<file path="config.mk">
export PLATFORM = sky130hd
export DESIGN_NAME = io_word_port
export DESIGN_NICKNAME = d
export VERILOG_FILES = /design/src/rtl/io_word_port.sv
export SDC_FILE = /design/constraint.sdc
export NUM_CORES = 1
export LEC_CHECK = 0
export ABC_AREA = 1
export BUFFER_PORTS_ARGS = -buffer_cell sky130_fd_sc_hd__buf_2
export CAP_MARGIN = 0
export CORE_UTILIZATION = 31
export CTS_BUF_LIST = sky130_fd_sc_hd__clkbuf_4 sky130_fd_sc_hd__clkbuf_8 sky130_fd_sc_hd__clkbuf_16
export DETAILED_ROUTE_END_ITERATION = 10
export PLACE_DENSITY_LB_ADDON = 0.05
export SYNTH_ARGS = -nofsm -noshare
export SYNTH_HDL_FRONTEND = slang
export SYNTH_SLANG_ARGS = --single-unit
export TNS_END_PERCENT = 30
</file>
<file path="constraint.sdc">
create_clock -name clk -period 1.2 [get_ports clk]
set_input_delay 0.24 -clock clk [delete_from_list [all_inputs] [get_ports clk]]
set_output_delay 0.24 -clock clk [all_outputs]
set_load 0.01 [all_outputs]
</file>
<file path="src/rtl/io_word_port.sv">
module io_word_port #(
  parameter int          ADDR_W    = 20,
  parameter int          DATA_W    = 16,
  parameter int          PORT_W    = 16,
  parameter logic [15:0] PORT_ADDR = 16'h03C4
) (
  input  logic              clk,
  input  logic              rst_n,
  input  logic [ADDR_W-1:0] bus_addr,
  input  logic [DATA_W-1:0] bus_wdata,
  input  logic              rd_n,
  input  logic              wr_n,
  input  logic              bhe_n,
  input  logic              mem_sel,
  input  logic [DATA_W-1:0] dev_in,
  output logic              rd_lo_en,
  output logic              rd_hi_en,
  output logic              wr_lo_en,
  output logic              wr_hi_en,
  output logic [DATA_W-1:0] port_q,
  output logic [DATA_W-1:0] rd_data,
  output logic              rd_valid
);
  localparam int LANE_W = DATA_W / 2;

  logic hit, lo_sel, hi_sel;
  logic unused_upper;

  assign unused_upper = ^bus_addr[ADDR_W-1:PORT_W];
  assign hit    = !mem_sel && (bus_addr[PORT_W-1:1] == PORT_ADDR[PORT_W-1:1]);
  assign lo_sel = hit && !bus_addr[0];
  assign hi_sel = hit && !bhe_n;

  assign rd_lo_en = lo_sel && !rd_n;
  assign rd_hi_en = hi_sel && !rd_n;
  assign wr_lo_en = lo_sel && !wr_n;
  assign wr_hi_en = hi_sel && !wr_n;

  assign rd_data  = {rd_hi_en ? dev_in[DATA_W-1:LANE_W] : LANE_W'(0),
                     rd_lo_en ? dev_in[LANE_W-1:0]      : LANE_W'(0)};
  assign rd_valid = rd_lo_en || rd_hi_en;

  always_ff @(posedge clk or negedge rst_n) begin
    if (!rst_n) begin
      port_q <= '0;
    end else begin
      if (wr_lo_en) port_q[LANE_W-1:0]      <= bus_wdata[LANE_W-1:0];
      if (wr_hi_en) port_q[DATA_W-1:LANE_W] <= bus_wdata[DATA_W-1:LANE_W];
    end
  end
endmodule

</file>
==> metrics.md <==
| Metric | Value |
|---|---|
| Synth Warn # | `0` |
| First-pass GRT wire length | `approximately 4.7 mm` |
| CP Cell Sequence | `buf_4, inv_12, nand2_4, nor2_4, nand2_4, nor2_8, nand3_4, nor2_1, buf_2` |
| Initial DRC count | `27` |
| Slew Limit Fails | `0` |
| Flop pwr share | `0.524` |
| CP Buf/Inv Count | `3` |
| DR WL/cell | `~11 um` |
| Chip height | `59 um` |
| Largest buffer count on any clock path | `2` |
| Placeable Area | `~3100 sq um` |
| Simple-gate portion of the synthesized area | `0.460` |
| Worst endpoint data arrival time | `between 1 and 1.5 ns` |
| Mapped Cells | `between 100 and 150` |
| Synth area leader | `dfrtp_1` |
| Worst Path Class, Setup | `input port to primary output` |
| FF-to-FF End | `port_q[13]$_DFFE_PN0P_` |
| CP delay by family, top | `simple AND/OR/NAND/NOR gates` |
| Via count | `between 1000 and 1500` |
| Clock slew at reported path FFs | `roughly 0.090 ns` |
| DRT Pass-1 Iters | `4` |
| Pwr Density | `between 500 and 600 nW/um^2` |
| # diodes | `0` |
| Final WL | `around 3.1 mm` |
| Worst Hold Class | `input port to flop` |
| Die Wd | `roughly 59 um` |
| Hold Path Stages | `3` |
| Logic pwr share | `0.209` |
| Worst R2R Start | `port_q[13]$_DFFE_PN0P_` |
| Final ANT Viol Nets | `0` |
| Setup crit end kind | `primary output` |
| Drt via density | `4.35` |
| Cts bufs inserted | `3` |
| Clock power share | `0.266` |
| Fmax | `slightly below 700 MHz` |
| Clock Root Buffer | `clkbuf_4` |
| Number of flip-flops in the largest register | `16` |
| Hold EP | `port_q[12]$_DFFE_PN0P_` |
| Final setup vio count | `21` |
| CP peak stage delay | `roughly 0.19 ns` |
| Top reg by flops | `port_q` |
| Die footprint | `about 3500 sq um` |
| Tmin final | `1.44 ns` |
| Grt total ovfl | `0` |
| Fin nets | `305` |
| Max_cap viols | `0` |
| Top cells by area, synth | `dfrtp_1 40%, nand2_1 15%, inv_1 11%, nand4_1 11%, nor2_1 8.9%` |
| Largest family of logic cells by synthesized area | `simple AND/OR/NAND/NOR gates` |
| Initial core utilization | `0.327` |
| GPL Wtd Cong | `0.657` |
| Startpoint Class | `input port` |
| Place WS | `-0.280 ns` |
| Final hold slack | `0.209 ns` |
| Worst IR drop on VDD | `around 0.49 mV` |
| Final HPWL DP | `2.36 mm` |
| DRC | `0` |
| Post-Syn Nets | `roughly 200` |
| WP data required | `roughly 0.96 ns` |
| Largest net degree at the start of global routing | `17` |
| Clock Skew | `0 ns` |
| Layout Utilization | `0.569` |
| Net Sw Frac | `0.260` |
| Synth Area in Compound Gates | `0` |
| Int Pwr | `761 uW` |
| Worst setup margin | `-0.245 ns` |
| Unique masters post-synth | `14` |
| I/O pin cnt | `95` |
| Vias in the first global route | `roughly 1100` |
| Sequential cell area | `roughly 400 sq um` |
| Net load switching power | `between 200 and 300 uW` |
| TritonCTS clock tree | `yes` |
| Layout fillers | `approximately 320` |
| Clock latency on the worst-skew pair | `approximately 0.27 ns` |
| Global Route Usage Sum | `0.177` |
| Static leakage | `0.00117 uW` |
| Period utilisation layout | `1.20` |
| Setup slack, reg-to-reg | `approximately 0.58 ns` |
| R2R cell count | `2` |
| Post-synthesis mux area share | `0` |
| PortBufs | `90` |
| Failing checks | `negative setup slack` |
| Avg Cell Area, Syn | `~7 sq um` |
| Power Total | `1030 uW` |
| Top Registers | `port_q: 16 flops` |
| CP most frequent cell | `nand2_4` |
| Antenna violations before repair | `0` |
| Status | `finished, violations left` |
| Row cnt | `20` |
| Max FO, Critical Path | `5` |
| Synth top area share | `0.398` |
| Slew @ Worst Pin | `approximately 0.37 ns` |
| Share of layout cells above drive strength 1 | `0.555` |
| Multi-input gate area | `561 sq um` |
| Mapped Area | `1010 sq um` |
| Hold_sp | `bus_wdata[12]` |
| Synth Area in XOR/XNOR | `0` |
| Area Growth Syn to Fin | `73.8%` |
| Synth Area in Adders | `0` |
| Final hold viol count | `0` |
| Yosys reg bits | `16` |
| Register area share after synthesis | `0.398` |
| CP max stage cell | `nor2_8` |
| Relative slew slack | `0.755` |
| RSZ-0062 raised after global routing | `true` |
| Clock tree sinks | `16` |
| # H-tree levels | `1` |
-- what timing repair did --
action / in CTS / in global routing
hold endpoints to repair: 16 / 0
endpoints found under the setup margin: 21 / 23
pin swaps: 11 / 14
resized for setup: 10 / 14
hold buffers: 1 / 0
gates cloned: 2 / 0
buffers inserted: 1 / 0
-- layout by cell type, fill, tap and decap left out, types with 2 or more instances in the layout --
master    count
buf_2        81
buf_4         9
nor2_2        7
nor2_1       15
inv_2         8
dfrtp_1      16
nor2_4        4
nand2_2       5
nand2_4       2
nand4_1      17
nand3_4       4
inv_1        23
nand4_2       2
nand2_1      36
clkbuf_4      3
buf_6         8
-- final cells by class --
| cell class | count | share of cell area |
|---|---|---|
| Clock buffer | 3 | 0.0129 |
| Inverter | 33 | 0.0793 |
| Multi-Input combinational cell | 94 | 0.320 |
| Sequential cell | 16 | 0.229 |
| Tap cell | 44 | 0.0315 |
| Timing Repair Buffer | 99 | 0.327 |
-- synthesized netlist by cell type, drive strengths merged --
master  instances
buf             2
dfrtp          16
inv            33
nand2          43
nand3           3
nand4          19
nor2           27
-- metrics by stage --
stage / setup TNS (ns) / area [sq um] / cells
2_1_floorplan: -0.618 / 1050 / 143
3_3_place_gp: -5.62 / 1590 / 282
3_5_place_dp: -6.13 / 1590 / 282
4_1_cts: -4.83 / 1690 / 289
5_1_grt: -6.22 / 1750 / 289
6_report: -4.37 / 1750 / 289
-- tightest hold or removal path, delay by kind of cell --
kind,cells,cell delay (ns)
buf+inv,1,0.10
simple gates,2,0.12
-- power by group through the flow --
stage | registers, uW | logic, uW | clock network, uW
finish | 539 | 215 | 274
global route | 539 | 239 | 310
CTS | 539 | 203 | 291
detailed placement | 550 | 182 | 0
global placement | 550 | 179 | 0
floorplan | 550 | 59.3 | 0
-- metal layers --
metal,vias to the layer above,wire (um),track usage
li1,649,-,-
met1,558,1210,0.212
met2,47,1640,0.331
met3,2,185,0.0153
met4,0,19,0.0612
met5,-,0,0
-- worst max path at each step --
| stage | depth (start not counted) | startpoint | endpoint | slack [ns] |
|---|---|---|---|---|
| floorplan | 7 | bus_addr[5] | rd_data[10] | -0.05 |
| global placement | 9 | bus_addr[5] | rd_data[12] | -0.25 |
| detailed placement | 9 | bus_addr[5] | rd_data[10] | -0.28 |
| CTS | 9 | bus_addr[15] | rd_data[0] | -0.27 |
| global route | 9 | bus_addr[4] | rd_data[8] | -0.33 |
| finish | 9 | bus_addr[5] | rd_data[8] | -0.24 |
-- cell families after synthesis --
group	Yosys count
AND/OR/NAND/NOR	92
flip-flops	16
buffers and inverters	35
Power figures use the tool's default switching activity.
